**config.mk**
```make
export PLATFORM = sky130hd
export DESIGN_NAME = shadow_attr_ctrl
export DESIGN_NICKNAME = d
export VERILOG_FILES = /design/src/rtl/shadow_attr_pkg.sv /design/src/rtl/shadow_cfg_regs.sv /design/src/rtl/shadow_seg_table.sv /design/src/rtl/shadow_addr_lookup.sv /design/src/rtl/shadow_attr_ctrl.sv
export SDC_FILE = /design/constraint.sdc
export NUM_CORES = 1
export LEC_CHECK = 0
export ABC_AREA = 1
export ABC_CLOCK_PERIOD_IN_PS = 4100
export BUFFER_PORTS_ARGS = -buffer_cell sky130_fd_sc_hd__buf_4
export CAP_MARGIN = 20
export CORE_MARGIN = 10
export CORE_UTILIZATION = 58
export CTS_CLUSTER_DIAMETER = 40
export CTS_CLUSTER_SIZE = 12
export DETAILED_ROUTE_END_ITERATION = 8
export PLACE_DENSITY = 0.88
export SLEW_MARGIN = 20
export SYNTH_ARGS = -nofsm -noshare
export SYNTH_HDL_FRONTEND = slang
export SYNTH_SLANG_ARGS = --single-unit
```
**constraint.sdc**
```tcl
create_clock -name clk -period 4.1 [get_ports clk]
set_input_delay 0.82 -clock clk [delete_from_list [all_inputs] [get_ports clk]]
set_output_delay 0.82 -clock clk [all_outputs]
set_load 0.005 [all_outputs]
```
**src/rtl/shadow_attr_pkg.sv**
```systemverilog
package shadow_attr_pkg;

  localparam logic [1:0] ATTR_EXT = 2'b00;
  localparam logic [1:0] ATTR_RW  = 2'b01;
  localparam logic [1:0] ATTR_RO  = 2'b10;

  localparam logic [7:0] ADR_MEMCTL = 8'h22;
  localparam logic [7:0] ADR_AUX    = 8'h28;
  localparam logic [7:0] ADR_GRANEN = 8'h2C;
  localparam logic [7:0] ADR_XGRAN  = 8'h2E;
  localparam logic [15:0] AUX_RESET = 16'h00F9;

  // Bit positions within the memory-control register
  localparam int MC_BASE640 = 3;
  localparam int MC_VID_EN  = 10;
  localparam int MC_VID_RW  = 11;
  localparam int MC_OPT_EN  = 9;
  localparam int MC_SYS_EN  = 0;
  localparam int MC_ROMSZ   = 8;
  localparam int MC_LOCK    = 15;

  function automatic logic [1:0] shadow_code(input logic en, input logic ro);
    if (!en) return ATTR_EXT;
    return ro ? ATTR_RO : ATTR_RW;
  endfunction

  // Attribute of segment k (0..15, 32 KB each from 0x80000) from register contents
  function automatic logic [1:0] segment_attr(input int k, input logic [15:0] mc,
                                              input logic [15:0] ge, input logic [15:0] xg);
    logic [1:0] a;
    int j;
    a = ATTR_EXT;
    if (k < 4)
      a = mc[MC_BASE640] ? ATTR_RW : ATTR_EXT;
    else if (k < 8)
      a = shadow_code(mc[MC_VID_EN], !mc[MC_VID_RW]);
    else if (ge[0]) begin
      j = k - 8;
      a = shadow_code(xg[j + 8], xg[j]);
    end else if (k < 12)
      a = shadow_code(mc[MC_OPT_EN], mc[MC_LOCK]);
    else
      a = shadow_code(mc[MC_SYS_EN], mc[MC_LOCK]);
    return a;
  endfunction

endpackage

```
**src/rtl/shadow_cfg_regs.sv**
```systemverilog
module shadow_cfg_regs
  import shadow_attr_pkg::*;
#(
  parameter int CFG_AW = 8,
  parameter int CFG_DW = 16
) (
  input  logic              clk,
  input  logic              rst_n,
  input  logic              cfg_wr,
  input  logic [CFG_AW-1:0] cfg_addr,
  input  logic [CFG_DW-1:0] cfg_wdata,
  output logic [CFG_DW-1:0] cfg_rdata,
  output logic [CFG_DW-1:0] reg_mc,
  output logic [CFG_DW-1:0] reg_ge,
  output logic [CFG_DW-1:0] reg_xg,
  output logic              accept
);

  logic [CFG_DW-1:0] reg_aux;
  logic hit_mc, hit_aux, hit_ge, hit_xg;

  assign hit_mc  = (cfg_addr == CFG_AW'(ADR_MEMCTL));
  assign hit_aux = (cfg_addr == CFG_AW'(ADR_AUX));
  assign hit_ge  = (cfg_addr == CFG_AW'(ADR_GRANEN));
  assign hit_xg  = (cfg_addr == CFG_AW'(ADR_XGRAN));

  // Lock is judged on the value held before this write
  assign accept = cfg_wr && (hit_mc || hit_aux || hit_ge || hit_xg) && !reg_mc[MC_LOCK];

  always_ff @(posedge clk or negedge rst_n) begin
    if (!rst_n) begin
      reg_mc  <= '0;
      reg_aux <= CFG_DW'(AUX_RESET);
      reg_ge  <= '0;
      reg_xg  <= '0;
    end else if (cfg_wr) begin
      if (hit_mc)  reg_mc  <= cfg_wdata;
      if (hit_aux) reg_aux <= cfg_wdata;
      if (hit_ge)  reg_ge  <= cfg_wdata;
      if (hit_xg)  reg_xg  <= cfg_wdata;
    end
  end

  always_comb begin
    cfg_rdata = '0;
    if (hit_mc)  cfg_rdata = reg_mc;
    if (hit_aux) cfg_rdata = reg_aux;
    if (hit_ge)  cfg_rdata = reg_ge;
    if (hit_xg)  cfg_rdata = reg_xg;
  end

endmodule

```
**src/rtl/shadow_seg_table.sv**
```systemverilog
module shadow_seg_table
  import shadow_attr_pkg::*;
#(
  parameter int NUM_SEG = 16,
  parameter int CFG_DW  = 16
) (
  input  logic                 clk,
  input  logic                 rst_n,
  input  logic                 upd,
  input  logic [CFG_DW-1:0]    reg_mc,
  input  logic [CFG_DW-1:0]    reg_ge,
  input  logic [CFG_DW-1:0]    reg_xg,
  output logic [2*NUM_SEG-1:0] seg_attr
);

  for (genvar k = 0; k < NUM_SEG; k++) begin : g_seg
    always_ff @(posedge clk or negedge rst_n) begin
      if (!rst_n)
        seg_attr[2*k +: 2] <= ATTR_EXT;
      else if (upd)
        seg_attr[2*k +: 2] <= segment_attr(k, 16'(reg_mc), 16'(reg_ge), 16'(reg_xg));
    end
  end

endmodule

```
**src/rtl/shadow_addr_lookup.sv**
```systemverilog
module shadow_addr_lookup
  import shadow_attr_pkg::*;
#(
  parameter int MEM_AW   = 20,
  parameter int SEG_BITS = 15,
  parameter int NUM_SEG  = 16
) (
  input  logic [MEM_AW-1:0]    probe_addr,
  input  logic [2*NUM_SEG-1:0] seg_attr,
  input  logic                 rom_small,
  output logic [1:0]           probe_attr,
  output logic [1:0]           sysrom_attr
);

  localparam logic [MEM_AW-1:0] WIN_BASE = MEM_AW'((1 << MEM_AW) - (NUM_SEG << SEG_BITS));
  localparam int SYS_LO = NUM_SEG - 4;
  localparam int SYS_HI = NUM_SEG - 2;

  function automatic int seg_index(input logic [MEM_AW-1:0] a);
    return int'((a - WIN_BASE) >> SEG_BITS);
  endfunction

  int idx;
  assign idx = seg_index(probe_addr);

  always_comb begin
    if (probe_addr < WIN_BASE) probe_attr = ATTR_RW;
    else                       probe_attr = seg_attr[2*idx +: 2];
  end

  assign sysrom_attr = rom_small ? seg_attr[2*SYS_LO +: 2] : seg_attr[2*SYS_HI +: 2];

endmodule

```
**src/rtl/shadow_attr_ctrl.sv**
```systemverilog
module shadow_attr_ctrl
  import shadow_attr_pkg::*;
#(
  parameter int CFG_AW   = 8,
  parameter int CFG_DW   = 16,
  parameter int MEM_AW   = 20,
  parameter int SEG_BITS = 15,
  parameter int NUM_SEG  = 16
) (
  input  logic                 clk,
  input  logic                 rst_n,
  input  logic                 cfg_wr,
  input  logic [CFG_AW-1:0]    cfg_addr,
  input  logic [CFG_DW-1:0]    cfg_wdata,
  output logic [CFG_DW-1:0]    cfg_rdata,
  output logic [2*NUM_SEG-1:0] seg_attr,
  input  logic [MEM_AW-1:0]    probe_addr,
  output logic [1:0]           probe_attr,
  output logic [1:0]           sysrom_attr
);

  logic [CFG_DW-1:0] reg_mc, reg_ge, reg_xg;
  logic accept_w;   // write that may recompute the table
  logic upd_q;      // table recompute strobe, one edge after accept_w
  logic cfg_lock;   // lock bit currently stored

  shadow_cfg_regs #(.CFG_AW(CFG_AW), .CFG_DW(CFG_DW)) u_regs (
    .clk(clk), .rst_n(rst_n), .cfg_wr(cfg_wr), .cfg_addr(cfg_addr),
    .cfg_wdata(cfg_wdata), .cfg_rdata(cfg_rdata), .reg_mc(reg_mc),
    .reg_ge(reg_ge), .reg_xg(reg_xg), .accept(accept_w)
  );

  always_ff @(posedge clk or negedge rst_n) begin
    if (!rst_n) upd_q <= 1'b0;
    else        upd_q <= accept_w;
  end

  assign cfg_lock = reg_mc[MC_LOCK];

  shadow_seg_table #(.NUM_SEG(NUM_SEG), .CFG_DW(CFG_DW)) u_table (
    .clk(clk), .rst_n(rst_n), .upd(upd_q), .reg_mc(reg_mc),
    .reg_ge(reg_ge), .reg_xg(reg_xg), .seg_attr(seg_attr)
  );

  shadow_addr_lookup #(.MEM_AW(MEM_AW), .SEG_BITS(SEG_BITS), .NUM_SEG(NUM_SEG)) u_lookup (
    .probe_addr(probe_addr), .seg_attr(seg_attr), .rom_small(reg_mc[MC_ROMSZ]),
    .probe_attr(probe_attr), .sysrom_attr(sysrom_attr)
  );

endmodule

```
==> metrics.txt, run 1 <==
status=completed; most common cell after layout, fill and taps aside=nand2_1; number of I/O port buffers=79; Area Overhead vs Synth=16.5%; Resize count post-CTS=0; Period Utilization, post-route=72.5%; min cycle time layout=2.97 ns; Comb power frac=14.6%; Worst Reg2Reg Path Length in Cells=5; # DRC=0; syn_area_per_cell=8.16 µm²; crit path capture type=output port; core area=7180 µm²; CTS tree=built; via count=3824; GRT overflow=0; Net Sw Frac=27.2%; r2r startpoint=u_regs.reg_ge[0]; hold buffers post-CTS=0; power consumption=1.82 mW; CP Data Required Time=3.28 ns; LEAKAGE=2.50 nW; Routability Congestion=0.842; via/cell ratio=5.66; R2R Setup Slk=2.44 ns; die height=105 µm; Internal Dissipation=1.32 mW; diode count=0; measured slew at the worst slew-check pin=0.739 ns; Clk pwr share=32.3%; CTS buffer count=9; clock sinks=84; cell row count=31; HPWL after DPL=7660 µm; synthesis-stage register bit count=84; DRT Wirelength=11200 µm; clock slew at reported path FFs=0.08 ns; Unique masters post-synth=28; Max Root-Sink Buffers=2; routing usage on met2=31.6%; Post-CTS Setup Bufs=0; met3 Use GR=6.21%; Max-cap violations=0; H-tree levels=3; Worst VDD drop=0.000216 V; RSZ-0062 raised after global routing=no; layout cells sized above 1=21.5%; GRT busiest layer=met2; Slew Limit Fails=0; Fin Clk Skew=0.00930 ns; Mapped Cells=517; Max Freq=336 MHz; Arr. time, crit path=2.15 ns; Seq pwr share=53.1%; initial cell density of the core=58.8%; largest net degree at the start of global routing=85; Worst setup endpoint=cfg_rdata[14]; met1 global-route usage=25.5%; mean routed wirelength per cell=16.5 µm; chip width=105 µm; WS Path Type=input pin to output port; crit path launch type=input pin; PwrDens=370 nW/µm²; Ports=99; final hold violations=0; nets=619; HP Class=flip-flop to flip-flop; Psw=0.495 mW; clk_lat worst skew=0.36 ns; RR Endpoint=u_table.seg_attr[18]; initial antenna violation count=0; vias in the first global route=3798; Post-Syn Area=4220 µm²; CP Launch Point=cfg_addr[6]; setup TNS=0 ns; Pre-Repair DR Iteration Count=5; crit-path max FO=51; gr usage total=20.3%; DRT iter0 DRCs=399; CTS Root Cell=clkbuf_8; Seq/Total Area, Yosys=50.0%; antenna viol nets, final=0; Yosys warnings=0; commonest non-fill, non-tap cells in the layout=128 x nand2_1, 79 x buf_4, 78 x dfrtp_1, 72 x nand3_1, 48 x inv_1; Die Footprint=11100 µm²; Slew HR=50.8%; # setup viols final=0; first-pass GRT wire length=18600 µm
[logic make-up after synthesis]
logic type             Yosys count  synth area share, %
buffers and inverters           91                 10.3
DFF                             84                 50.0
AOI/OAI and AO/OA               98                 13.1
and+or+nand+nor                243                 26.5
other                            1               0.0889
[registers in the layout, summed over array words and instances, names as in the netlist]
name	count
u_table.seg_attr	19
u_regs.reg_xg	16
u_regs.reg_ge	16
u_regs.reg_aux	16
u_regs.reg_mc	16
upd_q	1
[stage by stage]
| stage | hold slack (ns) | setup WS, ns | util [%] | cell area [µm²] | std cells |
|---|---|---|---|---|---|
| global placement | 0.463 | 1.14 | 65.8 | 4720 | 660 |
| detailed placement | 0.469 | 1.14 | 65.8 | 4720 | 660 |
| floorplan | 0.454 | 1.62 | - | 4230 | 520 |
| CTS | 0.488 | 1.13 | 68.5 | 4910 | 676 |
| finish | 0.487 | 1.13 | 68.5 | 4920 | 676 |
| global route | 0.511 | 1.02 | 68.5 | 4920 | 676 |
[worst max-delay path, cell delays in order]
cell and delay (ns):
buf_4 0.11, inv_1 0.05, nand2_1 0.10, nor2_4 0.11, buf_4 0.44, nand2_1 0.16, inv_2 0.10, nand2_1 0.06
nand4_1 0.08, buf_4 0.12
[Yosys cell counts]
cell	n	area, µm²
a21oi_1	17	85.1
inv_1	48	180
nor2_8	1	20.0
buf_6	2	22.5
buf_1	1	3.75
buf_2	13	65.1
nor2_1	13	48.8
o21a_1	8	60.1
nand2_4	1	11.3
clkbuf_1	7	26.3
o21ai_2	6	52.6
dfstp_2	6	158
dfrtp_1	78	1950
a22oi_1	1	7.51
a22o_1	1	8.76
nand4_1	16	100
inv_2	4	15.0
o21ai_1	26	130
buf_4	16	120
nand3_1	72	360
nand2_2	6	37.5
conb_1	1	3.75
o21ai_0	28	140
nand2_1	128	480
nor3_1	1	5.00
a31oi_1	10	62.6
o211ai_1	1	7.51
nor2_4	5	56.3
[power by group through the flow]
stage / clock, mW / sequential, mW / combinational, mW
2_1_floorplan: 0 / 0.964 / 0.127
3_3_place_gp: 0 / 0.975 / 0.257
3_5_place_dp: 0 / 0.978 / 0.265
4_1_cts: 0.594 / 0.962 / 0.267
5_1_grt: 0.624 / 0.973 / 0.300
6_report: 0.587 / 0.965 / 0.266
[final cells by class]
class                   instances  area [µm²]
repair buffers                 80         604
multi-input cells             345        1690
clock buffers                  11         141
fillers                       572        2260
flip-flops and latches         84        2110
well taps                      99         124
inverters                      52         195
clock inverters                 5        52.6
[routing by layer]
layer	wire, µm	vias to the layer above
met3	1090	23
li1	-	1800
met5	0	-
met2	5150	215
met1	4670	1786
met4	265	0
[worst min-delay path by stage]
stage | startpoint | endpoint | depth (start not counted)
after global routing | u_regs.reg_aux[4] | u_regs.reg_aux[4] | 2
after floorplan | u_regs.reg_aux[5] | u_regs.reg_aux[5] | 2
after global placement | u_regs.reg_aux[5] | u_regs.reg_aux[5] | 2
after CTS | u_regs.reg_aux[7] | u_regs.reg_aux[7] | 2
final | u_regs.reg_aux[15] | u_regs.reg_aux[15] | 2
after detailed placement | u_regs.reg_aux[15] | u_regs.reg_aux[15] | 2
No activity file was read; power rests on OpenSTA's default activity.
==> inputs of run 2 (changes only) <==
ABC_CLOCK_PERIOD_IN_PS = 2900   (was 4100)
CORE_UTILIZATION = 54   (was 58)
PLACE_DENSITY = 0.83   (was 0.88)
clock period = 2.9 ns   (was 4.1 ns; I/O delays follow)
==> run 2 against run 1 <==
Net effect: register-to-register slack got worse by 1.2 ns; first-iteration DRC count shrank 28%; routed wire length increased by 1.6%; clock skew rose by 0.0026 ns; die area rose by 6.0%; setup slack got worse by 0.64 ns; cell count increased by 0.59%; combinational power up 44%; clock power increased by 75%; sequential power increased by 41%; sequential share of layout area down 0.75 points; largest cell class unchanged.
==> metrics.txt, run 2 (synthesis results as in run 1) <==
status=completed; layout cells sized above 1=21.6% (+0.14 points); CTS buffer count=9 (unchanged); HP Class=input pin to asynchronous set/reset pin; most common cell after layout, fill and taps aside=nand2_1; Post-CTS Setup Bufs=0 (unchanged); DRT iter0 DRCs=289 (-28%); Worst VDD drop=0.000266 V (+23%); chip width=108 µm (+2.9%); dpl ws=0.509 ns (-0.636 ns); PwrDens=555 nW/µm² (+50%); core area=7650 µm² (+6.6%); Max Freq=415 MHz; mean routed wirelength per cell=16.7 µm (+1.0%); initial cell density of the core=55.2% (-3.6 points); final hold violations=0 (unchanged); Die Footprint=11800 µm² (+6.0%); GRT overflow=0 (unchanged); WS Path Type=input pin to output port; HPWL after DPL=7890 µm (+3.0%); # setup viols final=0 (unchanged); clk_lat worst skew=0.37 ns (about the same); largest reg by FF count=u_table.seg_attr; via count=3855 (+0.81%); Max-cap violations=0 (unchanged); met3 Use GR=5.23% (-0.98 points); crit-path max FO=16 (-69%); largest net degree at the start of global routing=52 (-39%); Resize count post-CTS=0 (unchanged); antenna viol nets, final=0 (unchanged); die height=108 µm (+2.9%); clock slew at reported path FFs=0.09 ns (about the same); crit path capture type=output port; final-layout fill cell count=654 (+14%); Period Utilization, post-route=83.1%; GRT busiest layer=met2; RSZ-0062 raised after global routing=no; Pre-Repair DR Iteration Count=5 (unchanged); routing usage on met2=31.6% (about the same); Slew Limit Fails=0 (unchanged); min cycle time layout=2.41 ns; clock sinks=84 (unchanged); number of I/O port buffers=79 (unchanged); CP Data Required Time=2.32 ns (-0.96 ns); setup TNS=0 ns (unchanged); measured slew at the worst slew-check pin=0.708 ns (-0.0302 ns); vias in the first global route=3845 (+1.2%); diode count=0 (unchanged); # DRC=0 (unchanged); Ports=99 (unchanged); via/cell ratio=5.67 (+0.22%); gr usage total=19.6% (-0.71 points); DRT Wirelength=11400 µm (+1.6%); Fin Clk Skew=0.0119 ns (+0.00256 ns); CTS tree=built; first-pass GRT wire length=18700 µm (+0.45%); initial antenna violation count=0 (unchanged); final worst slack=0.491 ns (-0.636 ns); LEAKAGE=2.53 nW (+1.4%); met1 global-route usage=24.6% (-0.89 points); nets=620 (+0.16%); Max Root-Sink Buffers=2 (unchanged); Slew HR=52.6% (+1.8 points); commonest non-fill, non-tap cells in the layout=128 x nand2_1, 79 x buf_4, 78 x dfrtp_1, 72 x nand3_1, 48 x inv_1; CTS Root Cell=clkbuf_8; cell row count=32 (+3.2%); R2R Setup Slk=1.25 ns (-1.19 ns); Routability Congestion=0.832 (-1.2%); crit path launch type=input pin; hold buffers post-CTS=0 (unchanged); H-tree levels=3 (unchanged); Area Overhead vs Synth=18.6%; max reg flops=19 (unchanged); Arr. time, crit path=1.83 ns (-0.32 ns)
run 2: cell count changes in the layout (fill, tap and decap cells not counted), sizes merged:
cell,previous run,this run
clkinv,3,1
clkinvlp,1,0
buf,80,81
bufinv,1,3
inv,52,53
run 2: worst paths after layout:
| check | endpoint | cells after the start | startpoint |
|---|---|---|---|
| worst max-delay path | cfg_rdata[9] | 9 | cfg_addr[0] |
| worst min-delay path | u_table.seg_attr[22] | 1 | rst_n |
| worst max register to register | u_table.seg_attr[28] | 5 | u_regs.reg_ge[0] |
| worst min register to register | u_regs.reg_aux[6] | 2 | u_regs.reg_aux[6] |
| max in group asynchronous | u_regs.reg_aux[4] | 2 | rst_n |
| min in group clk | u_regs.reg_ge[13] | 3 | cfg_wdata[13] |
run 2: report_power, final:
part           internal [mW]  total (mW)  leakage, nW  switching (mW)
combinational          0.180       0.384         1.33           0.204
sequential              1.28        1.36         1.08          0.0867
clock                  0.601        1.03        0.124           0.433
run 2: cell type report:
| type | count | area [µm²] | share of cell area [%] |
|---|---|---|---|
| clock buffers | 11 | 141 | 2.83 |
| flip-flops and latches | 84 | 2110 | 42.2 |
| clock inverters | 5 | 108 | 2.15 |
| well taps | 102 | 128 | 2.55 |
| repair buffers | 81 | 633 | 12.7 |
| multi-input cells | 345 | 1690 | 33.8 |
| inverters | 52 | 195 | 3.90 |
run 2: per-layer routing:
| metal | routed length [µm] | vias up |
|---|---|---|
| met2 | 5270 | 198 |
| met3 | 1060 | 24 |
| met4 | 253 | 0 |
| met5 | 0 | - |
| met1 | 4790 | 1821 |
| li1 | - | 1812 |
run 2: metrics by stage:
step                cells  instance area [µm²]  util (%)  hold slack (ns)  power (mW)
global placement      664                 4750      62.2            0.463        1.75
global route          680                 5000      65.4            0.208        2.89
floorplan             520                 4230         -            0.284        1.54
finish                680                 5000      65.4            0.167        2.78
detailed placement    664                 4750      62.2            0.473        1.77
CTS                   680                 5000      65.4            0.187        2.79
run 2: critical path, stage by stage:
cell and delay [ns]:
buf_4 0.11, inv_2 0.05, nand2_1 0.09, nor2_1 0.23, nand2_2 0.09, inv_2 0.28
nand2_1 0.11, nand4_1 0.13, buf_4 0.13
